File: config.mk
export PLATFORM = sky130hd
export DESIGN_NAME = llsc_monitor
export DESIGN_NICKNAME = d
export VERILOG_FILES = /design/src/rtl/llsc_pkg.sv /design/src/rtl/llsc_resv_bank.sv /design/src/rtl/llsc_sc_judge.sv /design/src/rtl/llsc_fail_tracker.sv /design/src/rtl/llsc_monitor.sv
export SDC_FILE = /design/constraint.sdc
export NUM_CORES = 1
export LEC_CHECK = 0
export BUFFER_PORTS_ARGS = -buffer_cell sky130_fd_sc_hd__buf_4
export CAP_MARGIN = 15
export CORE_ASPECT_RATIO = 1.1
export CORE_MARGIN = 2
export CORE_UTILIZATION = 23
export DETAILED_ROUTE_END_ITERATION = 8
export PLACE_DENSITY_LB_ADDON = 0.08
export SYNTH_ARGS = -nofsm -noshare
export SYNTH_HDL_FRONTEND = slang
export SYNTH_HIERARCHICAL = 1
export SYNTH_SLANG_ARGS = --single-unit
File: constraint.sdc
create_clock -name clk -period 3.55 [get_ports clk]
set_input_delay 0.355 -clock clk [delete_from_list [all_inputs] [get_ports clk]]
set_output_delay 0.355 -clock clk [all_outputs]
set_load 0.02 [all_outputs]
File: src/rtl/llsc_pkg.sv
package llsc_pkg;

    typedef enum logic {
        OP_LOAD_LINK  = 1'b0,
        OP_STORE_COND = 1'b1
    } llsc_op_e;

    typedef enum logic [1:0] {
        SC_FAIL   = 2'd0,
        SC_PASS   = 2'd1,
        SC_BYPASS = 2'd2
    } sc_code_e;

    typedef enum logic [1:0] {
        WHY_NONE    = 2'd0,
        WHY_NO_RESV = 2'd1,
        WHY_GRANULE = 2'd2
    } sc_why_e;

    typedef struct packed {
        sc_code_e code;
        sc_why_e  why;
        logic     fwd;
        logic     failed;
        logic     passed;
    } sc_verdict_t;

endpackage

File: src/rtl/llsc_resv_bank.sv
module llsc_resv_bank #(
    parameter int NTHREADS = 4,
    parameter int TAG_W    = 28,
    localparam int TID_W   = (NTHREADS > 1) ? $clog2(NTHREADS) : 1
) (
    input  logic                             clk,
    input  logic                             rst,
    input  logic                             set_en,
    input  logic [TID_W-1:0]                 set_tid,
    input  logic [TAG_W-1:0]                 set_tag,
    input  logic                             drop_en,
    input  logic [TID_W-1:0]                 drop_tid,
    input  logic                             snoop_en,
    input  logic [TAG_W-1:0]                 snoop_tag,
    output logic [NTHREADS-1:0]              live_o,
    output logic [NTHREADS-1:0][TAG_W-1:0]   tag_o
);

    for (genvar t = 0; t < NTHREADS; t++) begin : g_thread
        logic             live_q;
        logic [TAG_W-1:0] tag_q;
        logic             hit_set;
        logic             hit_drop;
        logic             hit_snoop;

        assign hit_set   = set_en && (set_tid == TID_W'(t));
        assign hit_drop  = drop_en && (drop_tid == TID_W'(t));
        assign hit_snoop = snoop_en && live_q && (tag_q == snoop_tag);

        always_ff @(posedge clk) begin
            if (rst) begin
                live_q <= 1'b0;
                tag_q  <= '0;
            end else if (hit_set) begin
                live_q <= 1'b1;
                tag_q  <= set_tag;
            end else if (hit_drop || hit_snoop) begin
                live_q <= 1'b0;
            end
        end

        assign live_o[t] = live_q;
        assign tag_o[t]  = tag_q;
    end

endmodule

File: src/rtl/llsc_sc_judge.sv
module llsc_sc_judge
    import llsc_pkg::*;
#(
    parameter int TAG_W = 28
) (
    input  logic             uncached,
    input  logic             live,
    input  logic [TAG_W-1:0] held_tag,
    input  logic [TAG_W-1:0] req_tag,
    output sc_verdict_t      verdict
);

    always_comb begin
        verdict = '{code: SC_PASS, why: WHY_NONE, fwd: 1'b1, failed: 1'b0, passed: 1'b1};
        if (uncached) begin
            verdict.code   = SC_BYPASS;
            verdict.passed = 1'b0;
        end else if (!live) begin
            verdict = '{code: SC_FAIL, why: WHY_NO_RESV, fwd: 1'b0, failed: 1'b1, passed: 1'b0};
        end else if (held_tag != req_tag) begin
            verdict = '{code: SC_FAIL, why: WHY_GRANULE, fwd: 1'b0, failed: 1'b1, passed: 1'b0};
        end
    end

endmodule

File: src/rtl/llsc_fail_tracker.sv
module llsc_fail_tracker #(
    parameter int WARN_EVERY = 10,
    parameter int FAIL_LIMIT = 5000,
    localparam int CNT_W     = $clog2(FAIL_LIMIT + 1),
    localparam int DEC_W     = (WARN_EVERY > 1) ? $clog2(WARN_EVERY) : 1
) (
    input  logic clk,
    input  logic rst,
    input  logic fail_ev,
    input  logic pass_ev,
    output logic warn_o,
    output logic livelock_o
);

    logic [CNT_W-1:0] run_q;
    logic [DEC_W-1:0] phase_q;
    logic             at_limit;
    logic             phase_wrap;

    assign at_limit   = (run_q == CNT_W'(FAIL_LIMIT));
    assign phase_wrap = (phase_q == DEC_W'(WARN_EVERY - 1));

    always_ff @(posedge clk) begin
        if (rst) begin
            run_q      <= '0;
            phase_q    <= '0;
            warn_o     <= 1'b0;
            livelock_o <= 1'b0;
        end else if (fail_ev && !at_limit) begin
            run_q   <= run_q + 1'b1;
            phase_q <= phase_wrap ? '0 : phase_q + 1'b1;
            warn_o  <= phase_wrap;
            if (run_q == CNT_W'(FAIL_LIMIT - 1)) begin
                livelock_o <= 1'b1;
            end
        end else begin
            warn_o <= 1'b0;
            if (pass_ev) begin
                run_q   <= '0;
                phase_q <= '0;
            end
        end
    end

endmodule

File: src/rtl/llsc_monitor.sv
module llsc_monitor
    import llsc_pkg::*;
#(
    parameter int NTHREADS   = 4,
    parameter int ADDR_W     = 32,
    parameter int GRAN_BITS  = 4,
    parameter int WARN_EVERY = 10,
    parameter int FAIL_LIMIT = 5000,
    localparam int TID_W     = (NTHREADS > 1) ? $clog2(NTHREADS) : 1,
    localparam int TAG_W     = ADDR_W - GRAN_BITS
) (
    input  logic              clk,
    input  logic              rst,
    input  logic              req_valid,
    output logic              req_ready,
    input  logic              req_op,
    input  logic [TID_W-1:0]  req_tid,
    input  logic [ADDR_W-1:0] req_addr,
    input  logic              req_uncached,
    input  logic              inv_valid,
    input  logic [ADDR_W-1:0] inv_addr,
    output logic              rsp_valid,
    output logic [TID_W-1:0]  rsp_tid,
    output logic [1:0]        rsp_code,
    output logic [1:0]        rsp_cause,
    output logic              rsp_fwd,
    output logic              warn_pulse,
    output logic              livelock
);

    llsc_op_e                         op;
    logic                             take;
    logic                             take_ll;
    logic                             take_sc;
    logic [TAG_W-1:0]                 req_tag;
    logic [NTHREADS-1:0]              live;
    logic [NTHREADS-1:0][TAG_W-1:0]   tags;
    sc_verdict_t                      verdict;

    assign op        = llsc_op_e'(req_op);
    assign req_ready = !rst;
    assign take      = req_valid && req_ready;
    assign take_ll   = take && (op == OP_LOAD_LINK);
    assign take_sc   = take && (op == OP_STORE_COND);
    assign req_tag   = req_addr[ADDR_W-1:GRAN_BITS];

    llsc_resv_bank #(
        .NTHREADS (NTHREADS),
        .TAG_W    (TAG_W)
    ) u_bank (
        .clk       (clk),
        .rst       (rst),
        .set_en    (take_ll),
        .set_tid   (req_tid),
        .set_tag   (req_tag),
        .drop_en   (take_sc && !req_uncached),
        .drop_tid  (req_tid),
        .snoop_en  (inv_valid),
        .snoop_tag (inv_addr[ADDR_W-1:GRAN_BITS]),
        .live_o    (live),
        .tag_o     (tags)
    );

    llsc_sc_judge #(
        .TAG_W (TAG_W)
    ) u_judge (
        .uncached (req_uncached),
        .live     (live[req_tid]),
        .held_tag (tags[req_tid]),
        .req_tag  (req_tag),
        .verdict  (verdict)
    );

    llsc_fail_tracker #(
        .WARN_EVERY (WARN_EVERY),
        .FAIL_LIMIT (FAIL_LIMIT)
    ) u_track (
        .clk        (clk),
        .rst        (rst),
        .fail_ev    (take_sc && verdict.failed),
        .pass_ev    (take_sc && verdict.passed),
        .warn_o     (warn_pulse),
        .livelock_o (livelock)
    );

    always_ff @(posedge clk) begin
        if (rst || !take_sc) begin
            rsp_valid <= 1'b0;
            rsp_tid   <= '0;
            rsp_code  <= 2'd0;
            rsp_cause <= 2'd0;
            rsp_fwd   <= 1'b0;
        end else begin
            rsp_valid <= 1'b1;
            rsp_tid   <= req_tid;
            rsp_code  <= verdict.code;
            rsp_cause <= verdict.why;
            rsp_fwd   <= verdict.fwd;
        end
    end

endmodule

# Word-level counts from Yosys, hierarchy flattened
# Index checks and enable logic that the tools add are counted.
# op_classes
add_sub_neg,2
multipliers,0
n_div,0
n_lt_le_gt_ge,1
eq_ne,11
shift,0
muxes,23
bitwise,3
n_reduce_logical,42
# op_table
cell,count
$eq A28 B28 Y1,4
$bmux W28 S2,1
$mux W28,1
$ne A28 B28 Y1,1
$eq A13 B13 Y1 const B,2
$mux W13,2
$logic_and A1 B1 Y1,23
$add A13 B1 Y13 const B,1
$mux W4,3
$mux W6,2
$mux W1,11
$reduce_bool A2 Y1,5
$logic_or A1 B1 Y1,5
$add A4 B1 Y4 const B,1
$eq A2 B2 Y1 const B,2
$eq A4 B4 Y1 const B,1
$logic_not A1 Y1,4
$mux W2,2
$reduce_or A2 Y1,2
$lt A2 B3 Y1 const B,1
$not A1 Y1,3
$reduce_or A3 Y1,1
$bmux W1 S2,1
$eq A2 B1 Y1 const B,1
other kinds (2),2
# totals
regBits,143
latch_bits,0
mem_bits_rw,0
rom_bits,0
inputBits,72
out_inout_bits,11
word_cells,101
n_memories,0

# Depth between registers and ports, before layout
# Gate-level depths: netlist of run 1.
# depth
depth_word,10
depth_mapped,11
mapped_depth_nobuf,9

# By module
# The synthesis of run 1 kept the hierarchy.
# by_module_without_submodules
mod,instances,cells_per_inst,area_per_inst_um2,seq_area_each_um2
llsc_resv_bank,1,667,5306.3,2322.2
llsc_fail_tracker,1,139,1148.6,380.4
llsc_monitor,1,59,993.5,160.2
llsc_sc_judge,1,46,369.1,0.0

# Worst setup path before layout of run 1
# OpenSTA, ideal clock, no wires.
# synth_timing
path_kind,input -> register
start,input req_tid[0]
end,register u_track.livelock_o
setup_time_ns,0.115
arrival_ns,2.648
required_ns,3.435
setup_slack_ns,0.787
stages,11
n_path_buf,2
path_cell_list,buf_6 mux4_2 xnor2_1 nand4_1 nor4_2 a41oi_1 and4b_1 inv_1 clkbuf_1 nor4_1 o21a_1
# synth_lines
element,line,rtl
from (decl),llsc_monitor.sv:17,"input logic [TID_W-1:0] req_tid,"
to (signal assigned),llsc_fail_tracker.sv:28,livelock_o <= 1'b0;
to (signal assigned),llsc_fail_tracker.sv:34,livelock_o <= 1'b1;
to (decl),llsc_fail_tracker.sv:12,output logic livelock_o

==> results of run 1 <==
==> placed cells by master, fill, tap and decap left out, types with 5 or more instances in the layout <==
| cell type | n |
|---|---|
| xor2_1 | 81 |
| clkbuf_16 | 17 |
| nor3_1 | 5 |
| mux4_2 | 29 |
| nand3_1 | 12 |
| inv_1 | 13 |
| a21oi_1 | 118 |
| nor2_1 | 7 |
| nor4_1 | 27 |
| clkinv_2 | 5 |
| and4b_1 | 9 |
| nand2_1 | 232 |
| buf_4 | 113 |
| a31oi_1 | 5 |
| o211ai_1 | 17 |
| nand4_1 | 32 |
| xnor2_1 | 60 |
| dfxtp_1 | 143 |
==> Yosys cell counts (6+ instances only) <==
cell        n
nor4_1     27
nand4_1    32
buf_4       6
xnor2_1    60
nand2_1   232
buf_2      22
and4b_1     9
inv_1      13
o211ai_1   17
a21oi_1   118
nand3_1    12
clkbuf_1   26
dfxtp_1   143
xor2_1     81
mux4_2     29
buf_6       6
nor2_1      7
==> tightest hold or removal path: cells and delay by family <==
kind | cells | cell delay [ns]
AND/OR/NAND/NOR | 1 | 0.05
buffers and inverters | 1 | 0.13
AO/OA/AOI/OAI | 1 | 0.05
==> registers in the layout (all words and copies together) (netlist names), 2 cells and up <==
name,cells
u_bank/g_thread.live_q,4
u_track/phase_q,4
rsp_cause,2
rsp_tid,2
u_track/run_q,13
rsp_code,2
u_bank/g_thread.tag_q,112
==> final timing paths <==
kind	depth (start not counted)	endpoint	slack, ns
setup / recovery	12	u_track/phase_q[1]$_SDFFE_PP0P_	0.56
hold / removal	3	u_bank/g_thread[3].tag_q[9]$_SDFFE_PP0P_	0.20
setup reg to reg	12	u_track/phase_q[1]$_SDFFE_PP0P_	0.56
hold reg to reg	1	u_track/livelock_o$_SDFFE_PP0P_	0.48
==> power groups by stage <==
stage	sequential [mW]	combinational, mW	clock [mW]
after CTS	1.64	0.436	1.89
after global placement	1.68	0.436	0
final	1.64	0.429	1.83
after detailed placement	1.68	0.434	0
after global routing	1.64	0.459	1.94
after floorplan	1.68	0.192	0
==> per-layer routing <==
metal  wire, µm  part of all wire
met2      15200              0.49
met4        576             0.018
met5          0                 0
met3        994             0.032
met1      14600              0.46
==> kinds of logic after synthesis <==
logic type / Yosys count / share of synthesized area
and+or+nand+nor: 362 / 0.225
AOI/OAI and AO/OA: 158 / 0.113
DFF: 143 / 0.366
xor gates and xnor gates: 141 / 0.158
adders and majority gates: 4 / 0.00640
muxes: 29 / 0.0835
buffers and inverters: 74 / 0.0477
==> cell type report <==
cell class                 instances  area, µm²
fill                            3566      23900
multi-input combinational        694       4580
clock buffer                      18        429
sequential                       143       2860
timing repair buffer             116        908
inverter                          13       48.8
tap                              432        541
clock inverter                    14        143
==> impl_metrics.yaml, run 1 <==
global_routing:
  antenna_found_initial: 0
  use_met3: 0.0289
  grtUsageMet1: 0.238
  grt_pass1_vias: 6599
  top_usage_layer: "met2"
  grt_start_max_net_pins: 132
  grt-ovfl-total: 0
  grt.met2_usage: 0.295
  grt_pass1_wl_mm: 46.0
  track_usage: 0.178
logic_synthesis:
  synth_cell_types: 53
  synth_edf_count: 0
  synth_top_area_share: 0.366
  ys_top_cells_by_area: "dfxtp_1, nand2_1, xor2_1, mux4_2, a21oi_1"
  synthArstFlopShare: 0
  syn_area_mm2: 0.00782
  synthFlopType: "dfxtp_1"
  yosys.area.top_type: "dfxtp_1"
  synth_fp_nets: 987
  ys_warn_count: 6
  ys_seq_elements: 143
  synthCells: 911
  yosysSeqAreaShare: 0.366
  avgSynthCellArea_um2: 8.58
min_path:
  hp-class: "in2reg"
  hold_path.startpoint: "req_addr[13]"
placement:
  dp_cells: 1398
  numPortBuffers: 74
  post-place-ws_ns: 0.188
  place_area_mm2: 0.00894
  hpwl_mm: 22.3
  gp_congestion: 0.837
pwr:
  switching_share: 0.276
  power_leakage_nw: 3.36
  clockPowerShare: 0.468
  combPwrFrac: 0.110
  power_density_mw_per_mm2: 410
  power.switching_mw: 1.08
  total_power_mw: 3.90
  intPower_mw: 2.82
  ir_worst_vdd_mv: 0.345
  seqPwrFrac: 0.421
timing:
  relSlewSlack: 0.444
  worst_pin_slew_ns: 0.832
  setup_tns_ns: 0
  period_share: 0.842
  finalCriticalPeriod_ns: 2.99
  setup_viol: 0
  fin_skew_ns: 0.0133
  drv_slew: 0
  hold_violations: 0
  finalWorstSetupSlack_ns: 0.560
  timing.fmax_ghz: 0.334
  worst_hold_slack_ns: 0.195
  rsz0062_at_grt: "no"
routing:
  viasPerCell: 4.79
  wl_mm: 31.4
  drtPass1Iterations: 5
  wl_per_cell_um: 22.0
  ant_nets: 0
  drt-initial-drc-count: 407
  drc: 0
  dr_total_vias: 6850
floorplan:
  ios: 83
  dieArea_mm2: 0.0355
  die_h_um: 197
  core_area_mm2: 0.0334
  initial_utilization: 0.234
  dieWidth_um: 180
  rows: 70
setup_path:
  crit_family: "simple AND/OR/NAND/NOR gates"
  cp_slowest_stage_delay_ns: 0.53
  crit_fanout: 13
  cp_common_cell: "buf_4"
  path_class: "reg2reg"
  timing.rr.start: "u_bank/g_thread[3].tag_q[20]$_SDFFE_PP0P_"
  crit_path_start: "u_bank/g_thread[3].tag_q[20]$_SDFFE_PP0P_"
  crit_arrival_ns: 3.36
  cp.buffers_inverters: 4
  endpoint_kind: "register"
  slowest_stage: "or4_1"
  cp.required_ns: 3.92
  crit_chain: "mux4_2, xnor2_1, buf_4, nand4_1, nor4_2, buf_4, a41oi_1, and4b_1, inv_1, buf_4, or4_1, a21oi_1"
  crit_path_start_kind: "register"
cts:
  cts_resized: 0
  cts.sinks: 143
  cts_tree: "yes"
  numCtsBuffers: 17
  hold_buffers: 0
  post-cts-setup-buffer-count: 0
  clock_latency_ns: 0.44
  cts_buffer_depth: 2
  cts_max_level: 4
  cts-root-buf: "clkbuf_16"
  clk_pin_slew_ns: 0.07
status:
  status: "finished clean"
layout:
  area.growth.synth_to_final_pct: 21.7
  drive_gt1_frac: 0.184
  fin_nets: 1061
  final_area_mm2: 0.00951
  stdcell_count: 1430
  diodes: 0
  utilization: 0.285
job:
  maxCapViolCount: 0
Note: power is estimated with default switching activity, not from simulation.
==> run 2, diff against run 1 <==
Clock period 3.55 ns to 2.5 ns, I/O delays scaled along.
==> run 2 against run 1 <==
The run now ends with setup timing left. Total power up 45%. Via count up 6.9%. Clock skew down 0.0010 ns. Critical path depth down 2. Hold slack worse by 0.10 ns. First-iteration DRC count up 40%. Sequential power up 41%. Non-clock buffer count up 122. Count of clock-buffer cells in the layout unchanged. Core utilization up 3.5 points. Global-route usage up 1.3 points. Sequential cell count unchanged. Critical endpoint is now u_track/run_q[11]$_SDFFE_PP0P_. Highest routed layer unchanged.
==> impl_metrics.yaml, run 2 (same netlist as run 1, synthesis figures left out) <==
status:
  status: "finished, violations left"
  failed_checks: "setup timing"
global_routing:
  track_usage: 0.191
  grt_pass1_vias: 7325
  grt-ovfl-total: 0
  grt_start_max_net_pins: 64
  antenna_found_initial: 0
  grt_pass1_wl_mm: 49.5
floorplan:
  initial_utilization: 0.234
  core_area_mm2: 0.0334
  die_h_um: 197
  dieWidth_um: 180
  ios: 83
  rows: 70
  dieArea_mm2: 0.0355
routing:
  drtPass1Iterations: 5
  wl_mm: 33.7
  wl_per_cell_um: 21.7
  drc: 0
  ant_nets: 0
  drt-initial-drc-count: 568
  dr_total_vias: 7325
  viasPerCell: 4.72
placement:
  hpwl_mm: 24.3
  gp_congestion: 0.805
  dp_cells: 1518
  numPortBuffers: 74
pwr:
  ir_worst_vdd_mv: 0.506
  power_density_mw_per_mm2: 528
  power_leakage_nw: 4.10
timing:
  finalCriticalPeriod_ns: 2.74
  relSlewSlack: 0.473
  drv_slew: 0
  rsz0062_at_grt: "yes"
  setup_viol: 19
  timing.fmax_ghz: 0.365
  finalWorstSetupSlack_ns: -0.239
  worst_pin_slew_ns: 0.790
  fin_skew_ns: 0.0122
  period_share: 1.10
  hold_violations: 0
cts:
  cts_tree: "yes"
  cts.sinks: 143
  hold_buffers: 0
  cts_max_level: 4
  clk_pin_slew_ns: 0.07
  numCtsBuffers: 17
  cts_buffer_depth: 2
  clock_latency_ns: 0.45
  cts-root-buf: "clkbuf_16"
min_path:
  whs_path_depth: 3
  hp-class: "in2reg"
layout:
  seqCellArea_mm2: 0.00287
  largest_register_ffs: 112
  layout_common_cells: "nand2_1, buf_4, dfxtp_1"
  regMostFlops: "u_bank/g_thread.tag_q"
  stdcell_count: 1552
  reg_top3: "u_bank/g_thread.tag_q x112, u_track/run_q x13"
  final_common_cell: "nand2_1"
  fin_nets: 1183
  diodes: 0
  nFillCells: 3539
  drive_gt1_frac: 0.303
  utilization: 0.320
  area.growth.synth_to_final_pct: 36.8
  multi_input_area_mm2: 0.00477
setup_path:
  crit_path_start_kind: "register"
  reg2reg_depth: 10
  path_class: "reg2reg"
  crit_fanout: 4
  cp.required_ns: 2.87
  endpoint_kind: "register"
  crit_arrival_ns: 3.11
job:
  maxCapViolCount: 0
run 2: changes by cell type in the layout (fill, tap and decap cells not counted), sizes merged:
cell	change
clkinvlp	+2
buf	+122
inv	-2
run 2: what timing repair did:
| action | CTS | global route |
|---|---|---|
| pin swaps | 18 | 15 |
| cloned | 0 | 1 |
| endpoints found under the setup margin | 19 | 19 |
| buffers inserted | 5 | 1 |
| gates resized for setup | 19 | 25 |
run 2: final cells by class:
class	instances	share of cell area
multi-input cells	694	0.447
flip-flops and latches	143	0.268
repair buffers	238	0.175
well taps	432	0.0505
clock buffers	18	0.0411
clock inverters	14	0.0135
inverters	13	0.00456
run 2: stage by stage:
stage               setup WS, ns  hold slack [ns]  TNS (ns)  total power, mW  cell area, µm²
floorplan                -0.0445            0.386   -0.0623             2.66            7870
global placement          -0.693            0.462    -12.00             3.06            9880
detailed placement        -0.694            0.459    -11.82             3.06            9880
CTS                       -0.212           0.0689     -3.36             5.72           10600
global route              -0.371           0.0792     -5.50             5.82           10700
finish                    -0.239           0.0918     -3.29             5.65           10700
run 2: routing by layer:
layer  vias up  track usage  wire length, µm
li1       3575            -                -
met1      3571        0.249            15400
met2       161        0.329            16700
met3        18       0.0262              999
met4         0       0.0527              503
met5         -            0                0
run 2: worst paths after layout:
check / endpoint / from / slack [ns]
hold reg to reg: u_track/livelock_o$_SDFFE_PP0P_ / u_track/livelock_o$_SDFFE_PP0P_ / 0.47
setup reg to reg: u_track/run_q[11]$_SDFFE_PP0P_ / u_bank/g_thread[3].tag_q[12]$_SDFFE_PP0P_ / -0.24
hold / removal: u_bank/g_thread[1].tag_q[16]$_SDFFE_PP0P_ / req_addr[20] / 0.09
setup / recovery: u_track/run_q[11]$_SDFFE_PP0P_ / u_bank/g_thread[3].tag_q[12]$_SDFFE_PP0P_ / -0.24
run 2: worst max-delay path: stages, from the launching register on:
cell      delay (ns)
dfxtp_2         0.33
mux4_2          0.49
xnor2_2         0.22
nand4_1         0.18
nor4_4          0.42
a41oi_2         0.16
and4b_2         0.30
buf_4           0.14
nor4_2          0.26
a41oi_2         0.06
o211ai_1        0.10
run 2: where the power goes:
part / switching, mW / total [mW] / leakage [nW] / internal, mW
Clock: 1.14 / 2.63 / 0.274 / 1.49
Sequential: 0.0184 / 2.32 / 1.16 / 2.31
Combinational: 0.413 / 0.697 / 2.67 / 0.284
Total: 1.57 / 5.65 / 4.10 / 4.08
==> run 3, diff against run 2 <==
Settings changed: CAP_MARGIN 15 to not set, GPL_TIMING_DRIVEN set to 0.
==> run 3 against run 2 <==
The flow still finishes with violations (setup timing). Sequential share of layout area is 1.9 points higher. Sequential cell count stayed put. Clock power is 6% higher. Core utilization is 2.0 points lower.
==> impl_metrics.yaml, run 3 (same netlist as run 1, synthesis figures left out) <==
setup_path:
  cp_slowest_stage_delay_ns: 0.51
  slowest_stage: "mux4_2"
  crit_chain: "mux4_2, xnor2_4, nand4_1, nor4_4, a41oi_2, and4b_2, clkbuf_16, buf_12, a21oi_4, o21ai_1"
  path_class: "reg2reg"
  crit_path_start_kind: "register"
  crit_fanout: 5
  cp.required_ns: 2.82
  crit_arrival_ns: 3.21
  endpoint_kind: "register"
placement:
  dp_cells: 1416
  gp_congestion: 0.879
  post-place-ws_ns: -1.37
  numPortBuffers: 73
  hpwl_mm: 24.5
routing:
  wl_mm: 33.0
  wl_per_cell_um: 22.6
  ant_nets: 0
  drc: 0
  drt-initial-drc-count: 414
  viasPerCell: 4.83
  drtPass1Iterations: 5
  dr_total_vias: 7068
timing:
  period_share: 1.15
  relSlewSlack: 0.316
  finalWorstSetupSlack_ns: -0.382
  setup_tns_ns: -6.17
  finalCriticalPeriod_ns: 2.88
  worst_pin_slew_ns: 1.01
  rsz0062_at_grt: "yes"
  fin_skew_ns: 0.0126
  timing.fmax_ghz: 0.347
  setup_viol: 19
  drv_slew: 0
  hold_violations: 0
floorplan:
  core_area_mm2: 0.0334
  dieArea_mm2: 0.0355
  ios: 83
  dieWidth_um: 180
  initial_utilization: 0.234
  rows: 70
  die_h_um: 197
global_routing:
  grt_pass1_wl_mm: 47.9
  track_usage: 0.186
  grt_pass1_vias: 6817
  grt-ovfl-total: 0
  antenna_found_initial: 0
  grt_start_max_net_pins: 17
layout:
  stdcell_count: 1463
  diodes: 0
  multi_input_area_mm2: 0.00482
  drive_gt1_frac: 0.224
  final_common_cell: "nand2_1"
  nFillCells: 3539
  regMostFlops: "u_bank/g_thread.tag_q"
  fin_nets: 1095
  largest_register_ffs: 112
  layout_common_cells: "nand2_1, dfxtp_1, a21oi_1"
  area.growth.synth_to_final_pct: 28.3
  utilization: 0.301
  seqCellArea_mm2: 0.00288
  reg_top3: "u_bank/g_thread.tag_q x112, u_track/run_q x13"
cts:
  cts-root-buf: "clkbuf_16"
  cts_buffer_depth: 2
  cts.sinks: 143
  cts_max_level: 4
  cts_tree: "yes"
  clk_pin_slew_ns: 0.07
  numCtsBuffers: 17
  clock_latency_ns: 0.44
min_path:
  hp-class: "in2reg"
pwr:
  power_density_mw_per_mm2: 577
  power_leakage_nw: 3.58
  ir_worst_vdd_mv: 0.515
  total_power_mw: 5.79
job:
  maxCapViolCount: 0
status:
  status: "finished, violations left"
  failed_checks: "setup timing"
run 3: stage by stage:
step	hold WS [ns]	instance area, µm²
global route	0.0790	10000
CTS	0.0680	9930
detailed placement	0.460	8960
global placement	0.453	8960
finish	0.0892	10000
floorplan	0.386	7870
run 3: layer usage:
layer  vias to the layer above  wire [µm]  global-route usage
li1                       3391          -                   -
met1                      3467      15400               0.249
met2                       172      15300               0.296
met3                        38       1290              0.0352
met4                         0       1040              0.0741
met5                         -          0                   0
run 3: worst max-delay path, delay by kind of cell (launching register included):
family	cells	cell delay, ns
simple gates	3	0.94
mux	1	0.51
compound gates	3	0.42
flops	1	0.33
buf+inv	2	0.31
xor+xnor	1	0.24
run 3: worst paths after layout:
path                                             startpoint                                   endpoint  slack (ns)  cells after the start
setup / recovery  u_bank/g_thread[1].tag_q[14]$_SDFFE_PP0P_              u_track/run_q[6]$_SDFFE_PP0P_       -0.38                     10
hold / removal                                 req_addr[26]  u_bank/g_thread[2].tag_q[22]$_SDFFE_PP0P_        0.09                      3
setup reg to reg  u_bank/g_thread[1].tag_q[14]$_SDFFE_PP0P_              u_track/run_q[6]$_SDFFE_PP0P_       -0.38                     10
hold reg to reg   u_bank/g_thread[2].tag_q[21]$_SDFFE_PP0P_  u_bank/g_thread[2].tag_q[21]$_SDFFE_PP0P_        0.47                      2
run 3: what timing repair did:
item,CTS,global route
hold buffers,0,0
gates resized for setup,44,18
endpoints found under the setup margin,22,19
pin swaps,23,8
gates cloned,2,0
buffers inserted,8,6
run 3: layout make-up:
class | instances | share of cell area
repair buffers | 89 | 0.0693
flip-flops and latches | 143 | 0.287
multi-input cells | 694 | 0.481
inverters | 13 | 0.00536
well taps | 432 | 0.0539
clock inverters | 9 | 0.0156
clock buffers | 22 | 0.0473
plain buffers | 61 | 0.0409
run 3: where the power goes:
group / leakage (nW) / switching, mW / internal [mW]
registers: 1.16 / 0.0264 / 2.31
logic: 2.11 / 0.415 / 0.251
clock network: 0.311 / 1.04 / 1.75
